$ cat src/rtl/spd_gen_pkg.sv
package spd_gen_pkg;

    typedef enum logic [1:0] {
        KIND_SDR  = 2'd0,
        KIND_DDR  = 2'd1,
        KIND_DDR2 = 2'd2,
        KIND_BAD  = 2'd3
    } mem_kind_e;

    localparam int BANK_CAP    = 8;
    localparam int IMAGE_BYTES = 256;
    localparam int CSUM_ADDR   = 63;

    function automatic int floor_log2(input mem_kind_e k);
        unique case (k)
            KIND_SDR:  return 2;
            KIND_DDR:  return 5;
            KIND_DDR2: return 7;
            default:   return 0;
        endcase
    endfunction

    function automatic int ceil_log2(input mem_kind_e k);
        unique case (k)
            KIND_SDR:  return 9;
            KIND_DDR:  return 12;
            KIND_DDR2: return 14;
            default:   return 0;
        endcase
    endfunction

    function automatic logic [7:0] family_code(input mem_kind_e k);
        unique case (k)
            KIND_SDR:  return 8'd4;
            KIND_DDR:  return 8'd7;
            KIND_DDR2: return 8'd8;
            default:   return 8'd0;
        endcase
    endfunction

    function automatic logic [7:0] pack_density(input mem_kind_e k, input int lg);
        logic [31:0] raw;
        logic [7:0]  lo;
        logic [7:0]  hi;
        raw = 32'd1 << (lg - 2);
        lo  = raw[7:0];
        hi  = raw[15:8];
        unique case (k)
            KIND_DDR2: return (lo & 8'hE0) | (hi & 8'h1F);
            KIND_DDR:  return (lo & 8'hF8) | (hi & 8'h07);
            default:   return lo;
        endcase
    endfunction

endpackage

$ cat src/rtl/spd_size_split.sv
module spd_size_split
    import spd_gen_pkg::*;
#(
    parameter int SIZE_W = 20,
    localparam int LG_W  = $clog2(SIZE_W)
) (
    input  logic              clk,
    input  logic              rst_n,
    input  logic              go,
    input  mem_kind_e         kind,
    input  logic [SIZE_W-1:0] size_mb,
    output logic              ready,
    output logic              bad,
    output logic [LG_W-1:0]   lg_out,
    output logic [3:0]        banks_out
);

    typedef enum logic [1:0] {SP_IDLE, SP_HALVE, SP_BAL, SP_DONE} sp_state_e;

    sp_state_e       st_q, st_d;
    logic [LG_W-1:0] lg_q, lg_d;
    logic [3:0]      banks_q, banks_d;
    logic            bad_q, bad_d;

    logic [LG_W-1:0] lg_c;
    logic            pow2_c;

    always_comb begin
        lg_c = '0;
        for (int i = 0; i < SIZE_W; i++) begin
            if (size_mb[i]) lg_c = LG_W'(i);
        end
        pow2_c = (size_mb != '0) && ((size_mb & (size_mb - 1'b1)) == '0);
    end

    always_ff @(posedge clk or negedge rst_n) begin
        if (!rst_n) begin
            st_q    <= SP_IDLE;
            lg_q    <= '0;
            banks_q <= 4'd1;
            bad_q   <= 1'b0;
        end else begin
            st_q    <= st_d;
            lg_q    <= lg_d;
            banks_q <= banks_d;
            bad_q   <= bad_d;
        end
    end

    always_comb begin
        st_d    = st_q;
        lg_d    = lg_q;
        banks_d = banks_q;
        bad_d   = bad_q;
        ready   = 1'b0;
        unique case (st_q)
            SP_IDLE: begin
                if (go) begin
                    lg_d    = lg_c;
                    banks_d = 4'd1;
                    bad_d   = !pow2_c || (kind == KIND_BAD) ||
                              (int'(lg_c) < floor_log2(kind));
                    st_d    = bad_d ? SP_DONE : SP_HALVE;
                end
            end
            SP_HALVE: begin
                if ((int'(lg_q) > ceil_log2(kind)) && (int'(banks_q) < BANK_CAP)) begin
                    lg_d    = lg_q - 1'b1;
                    banks_d = banks_q << 1;
                end else begin
                    st_d = SP_BAL;
                end
            end
            SP_BAL: begin
                if ((banks_q == 4'd1) && (int'(lg_q) > floor_log2(kind))) begin
                    lg_d    = lg_q - 1'b1;
                    banks_d = 4'd2;
                end
                st_d = SP_DONE;
            end
            SP_DONE: begin
                ready = 1'b1;
                st_d  = SP_IDLE;
            end
            default: st_d = SP_IDLE;
        endcase
    end

    assign bad       = bad_q;
    assign lg_out    = lg_q;
    assign banks_out = banks_q;

    AST_BANKS_POW2: assert property (@(posedge clk) disable iff (!rst_n)
        $onehot(banks_q) && (int'(banks_q) <= BANK_CAP));
    AST_HALVE_STEP: assert property (@(posedge clk) disable iff (!rst_n)
        (st_q == SP_HALVE && banks_d != banks_q) |=>
        (lg_q == $past(lg_q) - 1'b1) && (banks_q == ($past(banks_q) << 1)));
    AST_BAL_TWO: assert property (@(posedge clk) disable iff (!rst_n)
        (st_q == SP_BAL && banks_q == 4'd1 && int'(lg_q) > floor_log2(kind)) |=>
        (banks_q == 4'd2));

endmodule

$ cat src/rtl/spd_field_map.sv
module spd_field_map
    import spd_gen_pkg::*;
(
    input  logic [7:0] addr,
    input  mem_kind_e  kind,
    input  logic [3:0] banks,
    input  logic [7:0] density,
    output logic [7:0] value
);

    logic is_ddr2;
    assign is_ddr2 = (kind == KIND_DDR2);

    always_comb begin
        unique case (addr)
            8'd0:    value = 8'd128;
            8'd1:    value = 8'd8;
            8'd2:    value = family_code(kind);
            8'd3:    value = 8'd13;
            8'd4:    value = 8'd10;
            8'd5:    value = is_ddr2 ? {4'd0, banks - 4'd1} : {4'd0, banks};
            8'd6:    value = 8'd64;
            8'd15:   value = is_ddr2 ? 8'd0 : 8'd1;
            8'd19:   value = is_ddr2 ? 8'd0 : 8'd1;
            8'd27:   value = 8'd20;
            8'd28:   value = 8'd15;
            8'd29:   value = 8'd20;
            8'd30:   value = 8'd45;
            8'd31:   value = density;
            default: value = 8'd0;
        endcase
    end

endmodule

$ cat src/rtl/spd_csum_acc.sv
module spd_csum_acc (
    input  logic       clk,
    input  logic       rst_n,
    input  logic       clear,
    input  logic       add_en,
    input  logic [7:0] din,
    output logic [7:0] sum
);

    always_ff @(posedge clk or negedge rst_n) begin
        if (!rst_n) begin
            sum <= 8'd0;
        end else if (clear) begin
            sum <= 8'd0;
        end else if (add_en) begin
            sum <= sum + din;
        end
    end

    AST_CSUM_HOLD: assert property (@(posedge clk) disable iff (!rst_n)
        (!clear && !add_en) |=> $stable(sum));
    AST_CSUM_ADD: assert property (@(posedge clk) disable iff (!rst_n)
        (!clear && add_en) |=> (sum == $past(sum) + $past(din)));

endmodule

$ cat src/rtl/spd_image_gen.sv
module spd_image_gen
    import spd_gen_pkg::*;
#(
    parameter int SIZE_W = 20,
    localparam int LG_W  = $clog2(SIZE_W)
) (
    input  logic              clk,
    input  logic              rst_n,
    input  logic              start,
    input  logic [1:0]        mem_type,
    input  logic [SIZE_W-1:0] size_mb,
    output logic              busy,
    output logic              wr_en,
    output logic [7:0]        wr_addr,
    output logic [7:0]        wr_data,
    output logic              done,
    output logic              err
);

    typedef enum logic [2:0] {
        ST_IDLE, ST_LAUNCH, ST_WAIT, ST_EMIT, ST_FINISH, ST_FAULT
    } gen_state_e;

    gen_state_e        st_q, st_d;
    mem_kind_e         kind_q;
    logic [SIZE_W-1:0] size_q;
    logic [7:0]        addr_q;
    logic [7:0]        dens_q;
    logic [3:0]        banks_q;

    logic              sp_ready, sp_bad;
    logic [LG_W-1:0]   sp_lg;
    logic [3:0]        sp_banks;
    logic [7:0]        map_byte;
    logic [7:0]        csum;
    logic              csum_clear, csum_add;

    spd_size_split #(.SIZE_W(SIZE_W)) u_split (
        .clk       (clk),
        .rst_n     (rst_n),
        .go        (st_q == ST_LAUNCH),
        .kind      (kind_q),
        .size_mb   (size_q),
        .ready     (sp_ready),
        .bad       (sp_bad),
        .lg_out    (sp_lg),
        .banks_out (sp_banks)
    );

    spd_field_map u_map (
        .addr    (addr_q),
        .kind    (kind_q),
        .banks   (banks_q),
        .density (dens_q),
        .value   (map_byte)
    );

    spd_csum_acc u_csum (
        .clk    (clk),
        .rst_n  (rst_n),
        .clear  (csum_clear),
        .add_en (csum_add),
        .din    (map_byte),
        .sum    (csum)
    );

    // state register and datapath registers
    always_ff @(posedge clk or negedge rst_n) begin
        if (!rst_n) begin
            st_q    <= ST_IDLE;
            kind_q  <= KIND_SDR;
            size_q  <= '0;
            addr_q  <= 8'd0;
            dens_q  <= 8'd0;
            banks_q <= 4'd1;
        end else begin
            st_q <= st_d;
            if (st_q == ST_IDLE && start) begin
                kind_q <= mem_kind_e'(mem_type);
                size_q <= size_mb;
            end
            if (st_q == ST_WAIT && sp_ready) begin
                banks_q <= sp_banks;
                dens_q  <= pack_density(kind_q, int'(sp_lg));
                addr_q  <= 8'd0;
            end else if (st_q == ST_EMIT) begin
                addr_q <= addr_q + 8'd1;
            end
        end
    end

    // next state and outputs
    always_comb begin
        st_d       = st_q;
        busy       = 1'b1;
        wr_en      = 1'b0;
        done       = 1'b0;
        err        = 1'b0;
        csum_clear = 1'b0;
        csum_add   = 1'b0;
        unique case (st_q)
            ST_IDLE: begin
                busy = 1'b0;
                if (start) st_d = ST_LAUNCH;
            end
            ST_LAUNCH: begin
                csum_clear = 1'b1;
                st_d       = ST_WAIT;
            end
            ST_WAIT: begin
                if (sp_ready) st_d = sp_bad ? ST_FAULT : ST_EMIT;
            end
            ST_EMIT: begin
                wr_en    = 1'b1;
                csum_add = (int'(addr_q) < CSUM_ADDR);
                if (addr_q == 8'(IMAGE_BYTES - 1)) st_d = ST_FINISH;
            end
            ST_FINISH: begin
                done = 1'b1;
                st_d = ST_IDLE;
            end
            ST_FAULT: begin
                err  = 1'b1;
                st_d = ST_IDLE;
            end
            default: st_d = ST_IDLE;
        endcase
    end

    assign wr_addr = addr_q;
    assign wr_data = (int'(addr_q) == CSUM_ADDR) ? csum : map_byte;

    AST_ADDR_STEP: assert property (@(posedge clk) disable iff (!rst_n)
        (wr_en && wr_addr != 8'd0) |-> ($past(wr_en) && wr_addr == $past(wr_addr) + 8'd1));
    AST_FIRST_ADDR: assert property (@(posedge clk) disable iff (!rst_n)
        $rose(wr_en) |-> (wr_addr == 8'd0));
    AST_DONE_AFTER_LAST: assert property (@(posedge clk) disable iff (!rst_n)
        done |-> ($past(wr_en) && $past(wr_addr) == 8'hFF));
    AST_DONE_PULSE: assert property (@(posedge clk) disable iff (!rst_n)
        done |=> !done);
    AST_ERR_NO_WRITE: assert property (@(posedge clk) disable iff (!rst_n)
        err |-> (!$past(wr_en) && !wr_en));
    AST_ERR_PULSE: assert property (@(posedge clk) disable iff (!rst_n)
        err |=> !err);

endmodule

$ cat config.mk
export PLATFORM = sky130hd
export DESIGN_NAME = spd_image_gen
export DESIGN_NICKNAME = d
export VERILOG_FILES = /design/src/rtl/spd_gen_pkg.sv /design/src/rtl/spd_size_split.sv /design/src/rtl/spd_field_map.sv /design/src/rtl/spd_csum_acc.sv /design/src/rtl/spd_image_gen.sv
export SDC_FILE = /design/constraint.sdc
export NUM_CORES = 1
export LEC_CHECK = 0
export BUFFER_PORTS_ARGS = -buffer_cell sky130_fd_sc_hd__buf_2
export CORE_AREA = 2 2 148 150
export CTS_BUF_LIST = sky130_fd_sc_hd__clkbuf_2
export DETAILED_ROUTE_END_ITERATION = 8
export DIE_AREA = 0 0 150 152
export GPL_TIMING_DRIVEN = 1
export PLACE_DENSITY_LB_ADDON = 0.2
export SETUP_SLACK_MARGIN = 0.15
export SYNTH_ARGS = -nofsm -noshare
export SYNTH_HDL_FRONTEND = slang
export SYNTH_HIERARCHICAL = 1
export SYNTH_SLANG_ARGS = --single-unit
$ cat constraint.sdc
create_clock -name clk -period 3.11 [get_ports clk]
set_input_delay 0.4665 -clock clk [delete_from_list [all_inputs] [get_ports clk]]
set_output_delay 0.4665 -clock clk [all_outputs]
set_load 0.005 [all_outputs]
==> out/summary.txt, run 1 <==
CP arrival -> 3270 ps
Cells after synthesis -> 508
Most frequent cells in the layout -> dfrtp_1, nand2_1, buf_2
CP max FO -> 3
Pre-CTS setup slack -> 216.6 ps
Antenna Violating Nets Remaining -> 0
Port bufs -> 44
Total CTS buffers -> 9
Skew final -> 36.44 ps
Grt ovf -> 0
Die Wd -> 150 um
Final wirelength -> 12.74 mm
Starting Density -> 22.60%
DP Area -> 5349 sq um
Adder-cell share of the synthesized area -> 8.400%
Num Clock Sinks -> 65
Main combinational cell family by area after synthesis -> simple AND/OR/NAND/NOR gates
# DRC -> 0
Yosys warns -> 6
Final WS setup -> 288.9 ps
Hold Path Class -> in2reg
Initial antenna violation count -> 1
Commonest non-fill, non-tap cell in the layout -> dfrtp_1
EDFF count, synth -> 0
Worst-path clk slew -> 200 ps
Status -> finished, final reports clean
Tot GR Track Use -> 11.68%
FF+latch count, synth -> 65
Ys async rst share -> 100.0%
Final GP Congestion -> 0.8244
Vias in the first global route -> 4120
Post-synth cell types -> 86
Share of layout cells above drive strength 1 -> 27.80%
Clk Latency, worst-skew pair -> 540 ps
Placed insts -> 822
Full die area -> 22800 sq um
Final Hold Fails -> 0
Post-synthesis compound-gate area fraction -> 17.79%
Max_cap viols -> 0
Largest net degree at the start of global routing -> 66
Pwr/cell area -> 967.6 nW/um^2
Via count -> 4103
Max Slew Vio Count -> 0
Leakage power -> 2.413 nW
RSZ-0062 raised after global routing -> no
First-pass GRT wire length -> 21.45 mm
Crit-path max cell delay -> 570 ps
Wirelength per Cell -> 14.93 um
IR drop worst, VDD -> 0.2894 mV
Syn avg cell area -> 9.500 sq um
Most used DFF post-synth -> dfrtp_1
Period utilization -> 90.71%
Num rows -> 54
Post-synthesis sequential area ratio -> 33.76%
Worst Path Required -> 3560 ps
Tmin final -> 2821 ps
Mapped Area -> 4826 sq um
CP max-delay cell -> dfstp_2
XOR/XNOR Fraction of Synth Area -> 2.359%
Die H -> 152 um
Crit Path Class -> reg2reg
Drt first pass iters -> 4
Vias per cell -> 4.810
Fin area -> 5630 sq um
Most used cell, CP -> a21oi_2
IO Pins -> 45
Setup violations, final -> 0
CP startpoint kind -> flip-flop
Max_slew headroom -> 61.50%
Non-filler instance count after layout -> 853
Area Growth Syn to Fin -> 16.67%
Worst-case clock buffer depth -> 2
Mapped Nets -> 564
Worst Setup End Kind -> flip-flop
Crit-path cells -> inv_1, ha_1, mux2_4, a21oi_2, a311o_1, buf_4, fa_1, a21o_2, a21oi_2, o21ai_0, nand3_1, o211ai_1
CTS tree -> done
Setup_tns -> 0 ps
Worst-Margin Slew -> 574.2 ps
Max Fclk -> 354.5 MHz
Nets -> 623
Htree depth -> 3
Initial DRC Count -> 238
Synth Area in Simple Gates -> 22.27%
Mux share of post-synthesis cell area -> 10.09%
Core area -> 21350 sq um
Clk Tree Root Cell -> clkbuf_2
HPWL Detailed -> 9.273 mm
[what timing repair did]
item                                    CTS  global route
hold buffers                              1             0
resized for setup                         7            16
endpoints found under the hold margin    63             0
endpoints found under the setup margin    8            17
pin swaps                                 1             5
setup buffers                             4             9
[power by group]
part	switching [mW]	total (mW)	internal (mW)
Sequential	0.575	1.76	1.18
Clock	0.325	0.441	0.116
Combinational	1.71	3.25	1.53
[kinds of logic after synthesis]
logic type,count (synthesis)
and+or+nand+nor,186
AOI/OAI and AO/OA,125
DFF,65
buffers and inverters,49
muxes,38
adders and majority gates,32
xor gates and xnor gates,13
[path summary, 6_finish.rpt]
path,slack (ps),from,depth (start not counted),endpoint
setup / recovery,290,banks_q[0]$_DFFE_PN1P_,12,u_csum/sum[6]$_DFFE_PN0P_
hold / removal,140,size_mb[7],2,size_q[7]$_DFFE_PN0P_
setup reg to reg,290,banks_q[0]$_DFFE_PN1P_,12,u_csum/sum[6]$_DFFE_PN0P_
hold reg to reg,490,u_split/banks_out[0]$_DFFE_PN1P_,2,banks_q[0]$_DFFE_PN1P_
max in group asynchronous,2310,rst_n,3,u_split/banks_out[0]$_DFFE_PN1P_
min in group asynchronous,440,rst_n,3,wr_addr[6]$_DFFE_PN0P_
[worst max-delay path, delay by kind of cell (launching register included)]
family / cells / cell delay (ps)
flops: 1 / 570
simple gates: 1 / 110
buf+inv: 2 / 190
mux: 1 / 140
fa+ha+maj: 2 / 720
compound gates: 6 / 1000
[cell usage after synthesis, types with 3 or more instances]
cell | n | area share (%)
a211oi_1 | 9 | 1.4
a21o_1 | 3 | 0.47
a21oi_1 | 21 | 2.2
a31oi_1 | 9 | 1.2
a32oi_1 | 3 | 0.54
and3_1 | 3 | 0.39
buf_2 | 7 | 0.73
buf_6 | 5 | 1.2
clkbuf_1 | 8 | 0.62
dfrtp_1 | 63 | 33
ha_1 | 30 | 7.8
inv_1 | 26 | 2.0
mux2_2 | 13 | 3.0
mux2_4 | 18 | 5.6
mux2i_1 | 7 | 1.5
nand2_1 | 46 | 3.6
nand3_1 | 16 | 1.7
nand4_1 | 8 | 1.0
nor2_1 | 39 | 3.0
nor2b_1 | 6 | 0.78
nor3_1 | 13 | 1.3
nor3_2 | 3 | 0.62
nor3b_1 | 5 | 0.78
nor4_1 | 6 | 0.78
nor4b_1 | 3 | 0.54
o211ai_1 | 5 | 0.78
o21ai_0 | 21 | 2.2
o21ai_1 | 7 | 0.73
o21bai_1 | 4 | 0.62
o22ai_1 | 3 | 0.39
o31ai_1 | 12 | 1.9
o41ai_1 | 5 | 0.91
or3_1 | 5 | 0.65
or4_1 | 3 | 0.47
xnor2_1 | 7 | 1.3
xor2_1 | 6 | 1.1
[metal layers]
layer	GRT usage, %	wire, um	vias to the layer above
li1	-	-	2010
met1	15.06	5998	2000
met2	18.81	6056	75
met3	2.913	426	18
met4	4.268	255	0
met5	0	0	-
[cell type report]
cell class | count | area [sq um]
Inverter | 27 | 101.3
Sequential cell | 65 | 1642
Clock inverter | 3 | 17.52
Tap cell | 280 | 350.3
Antenna cell | 1 | 2.502
Fill cell | 2348 | 15720
Multi-Input combinational cell | 394 | 3022
Timing Repair Buffer | 70 | 430.4
Clock buffer | 13 | 65.06
[registers in the layout, summed over array words and instances (netlist names)]
register	cells
dens_q	8
u_split/st_q	2
size_q	20
u_split/bad	1
kind_q	2
st_q	3
u_csum/sum	8
banks_q	4
u_split/lg_out	5
u_split/banks_out	4
wr_addr	8
[per-stage QoR]
step	hold slack (ps)	power [mW]	util, %
CTS	62.05	5.340	25.71
global route	77.82	5.996	26.37
detailed placement	480.1	4.822	25.05
finish	142.1	5.448	26.37
global placement	478.1	4.756	25.05
floorplan	170.9	4.029	-
No activity file was read; power rests on OpenSTA's default activity.
==> run 2, diff against run 1 <==
- CORE_AREA: 2 2 148 150 -> 2 2 141 143
- DIE_AREA: 0 0 150 152 -> 0 0 143 145
- SYNTH_HIERARCHICAL: 1 -> unset
==> run 2 against run 1 <==
Synthesized area shrank 9.7%. Clock-buffer cell count shrank 2. Die area shrank 9.1%. Critical path depth grew 1. Sequential share of layout area grew 0.81 points. Combinational power shrank 7.7%. Largest power group unchanged.
==> out/summary.txt, run 2 <==
Vias per cell -> 4.595
Tot GR Track Use -> 11.38%
Min-delay src -> size_mb[5]
CTS tree -> done
Crit-path cells -> and3_4, and2_4, a21oi_2, nor2_1, or4_4, ha_4, nor2_1, nor2_1, o31a_1, o41ai_2, xor2_1, o211ai_1, o31ai_1
Max_slew headroom -> 62.24%
Most used DFF post-synth -> dfrtp_1
Leakage power -> 2.470 nW
CP arrival -> 3400 ps
Core area -> 19210 sq um
Max Slew Vio Count -> 0
Most frequent cells in the layout -> dfrtp_1, nand2_1, nor2_1
Hold depth -> 3
Tmin final -> 2961 ps
Mapped Area -> 4358 sq um
Clk Tree Root Cell -> clkbuf_2
Largest net degree at the start of global routing -> 29
Full die area -> 20740 sq um
Crit Path Class -> reg2reg
Antenna Violating Nets Remaining -> 0
Hold Path Class -> in2reg
Status -> finished, final reports clean
Largest Register -> size_q
Skew final -> 36.39 ps
Final WS setup -> 149.3 ps
Nets -> 632
HPWL Detailed -> 8.713 mm
Cells after synthesis -> 489
Syn avg cell area -> 8.912 sq um
Total CTS buffers -> 9
Worst Path Required -> 3540 ps
Mapped Nets -> 548
Most frequent cell after synthesis -> dfrtp_1
Pwr/cell area -> 935.4 nW/um^2
Crit-path max cell delay -> 560 ps
Worst Setup End Kind -> flip-flop
Commonest non-fill, non-tap cell in the layout -> dfrtp_1
Ant diodes -> 0
Flop2flop setup slack -> 150 ps
Clk Latency, worst-skew pair -> 560 ps
FF+latch count, synth -> 65
Drt first pass iters -> 5
Worst-path clk slew -> 210 ps
IO Pins -> 45
Non-filler instance count after layout -> 843
Vias in the first global route -> 3797
Final GP Congestion -> 0.8098
Num rows -> 51
CP max FO -> 9
Placed insts -> 808
Share of layout cells above drive strength 1 -> 28.55%
Die H -> 145 um
Most used cell, CP -> nor2_1
Yosys top cell area share -> 36.18%
Worst-Margin Slew -> 564.9 ps
Final wirelength -> 11.30 mm
Max Fclk -> 337.8 MHz
Max reg flops -> 20
Via count -> 3874
Setup violations, final -> 0
Port bufs -> 44
Post-synth cell types -> 62
Die Wd -> 143 um
Hold Path Sink -> size_q[5]$_DFFE_PN0P_
CP max-delay cell -> or4_4
Wirelength per Cell -> 13.40 um
IR drop worst, VDD -> 0.4213 mV
Worst-case clock buffer depth -> 2
First-pass GRT wire length -> 19.01 mm
Num Clock Sinks -> 65
Largest area contributor in the synthesized netlist -> dfrtp_1
Final Core Density -> 28.37%
Htree depth -> 3
Reg2reg start -> wr_addr[4]$_DFFE_PN0P_
Setup_tns -> 0 ps
R2R Path End -> u_csum.sum[7]$_DFFE_PN0P_
Period utilization -> 95.20%
Initial antenna violation count -> 0
CP startpoint kind -> flip-flop
Grt ovf -> 0
Synth cell count leaders -> dfrtp_1, nand2_1, nor2_1, o21ai_0
Area Growth Syn to Fin -> 25.04%
# DRC -> 0
Starting Density -> 22.69%
Pre-CTS setup slack -> -2.168 ps
Reg2Reg Depth -> 13
RSZ-0062 raised after global routing -> yes
Top post-synthesis cells by area -> dfrtp_1, ha_1, o21ai_0
EDFF count, synth -> 0
Yosys warns -> 0
Max_cap viols -> 0
Ys async rst share -> 100.0%
Initial DRC Count -> 152
Post-synthesis sequential area ratio -> 37.38%
Final Hold Fails -> 0
Pwr Total -> 5.097 mW
==> run 2: critical path: cells and delay by family (launching register included) <==
family,cells,cell delay (ps)
compound gates,5,850
xor+xnor,1,140
fa+ha+maj,1,250
flops,1,450
simple gates,6,1130
==> run 2: how the worst max path moves through the flow <==
stage,slack [ps],to,cells past startpoint,startpoint
floorplan,150,u_csum.sum[7]$_DFFE_PN0P_,14,wr_addr[5]$_DFFE_PN0P_
global placement,4,u_csum.sum[6]$_DFFE_PN0P_,13,wr_addr[3]$_DFFE_PN0P_
detailed placement,-2,u_csum.sum[7]$_DFFE_PN0P_,14,wr_addr[5]$_DFFE_PN0P_
CTS,110,wr_data[3],9,kind_q[0]$_DFFE_PN0P_
global route,-80,u_csum.sum[7]$_DFFE_PN0P_,14,wr_addr[6]$_DFFE_PN0P_
finish,150,u_csum.sum[7]$_DFFE_PN0P_,13,wr_addr[4]$_DFFE_PN0P_
==> run 2: per-layer routing <==
| metal | wire, um | track usage, % | vias up | part of all wire, % |
|---|---|---|---|---|
| met3 | 398 | 2.904 | 8 | 3.5 |
| met1 | 5387 | 15.01 | 1882 | 48 |
| met4 | 114 | 2.723 | 0 | 1.0 |
| met5 | 0 | 0 | - | 0 |
| met2 | 5395 | 18.56 | 66 | 48 |
| li1 | - | - | 1918 | - |
==> run 2: what timing repair did <==
action                                  4_1_cts  5_1_grt
endpoints found under the setup margin        6       12
setup buffers                                16        2
resized for setup                            15       21
hold buffers                                  1        0
endpoints found under the hold margin        19        0
pin swaps                                     5       14
==> run 2: layout make-up <==
type | instances | area, sq um
clock inverter | 5 | 32.53
inverter | 34 | 127.6
sequential | 65 | 1633
tap | 265 | 331.6
clock buffer | 11 | 55.05
fill | 2076 | 13760
timing repair buffer | 90 | 575.6
multi-input combinational | 373 | 2694
==> run 2: through the flow <==
stage	hold WS (ps)	cell area [sq um]
6_report	114.8	5449
5_1_grt	63.73	5449
4_1_cts	60.79	5351
3_5_place_dp	482.1	5082
3_3_place_gp	474.2	5082
2_1_floorplan	170.9	4409
==> run 2: cell families after synthesis <==
kind of cell	share of synthesized area, %
adders and majority gates	10.16
AOI/OAI and AO/OA	19.44
xor gates and xnor gates	3.015
DFF	37.38
buffers and inverters	4.479
and+or+nand+nor	20.10
muxes	5.426
==> run 2: where the power goes <==
group | total (mW) | leakage [nW] | switching (mW) | internal (mW)
Clock | 0.431 | 0.0556 | 0.322 | 0.108
Combinational | 3.00 | 1.59 | 1.61 | 1.39
Sequential | 1.67 | 0.820 | 0.480 | 1.19
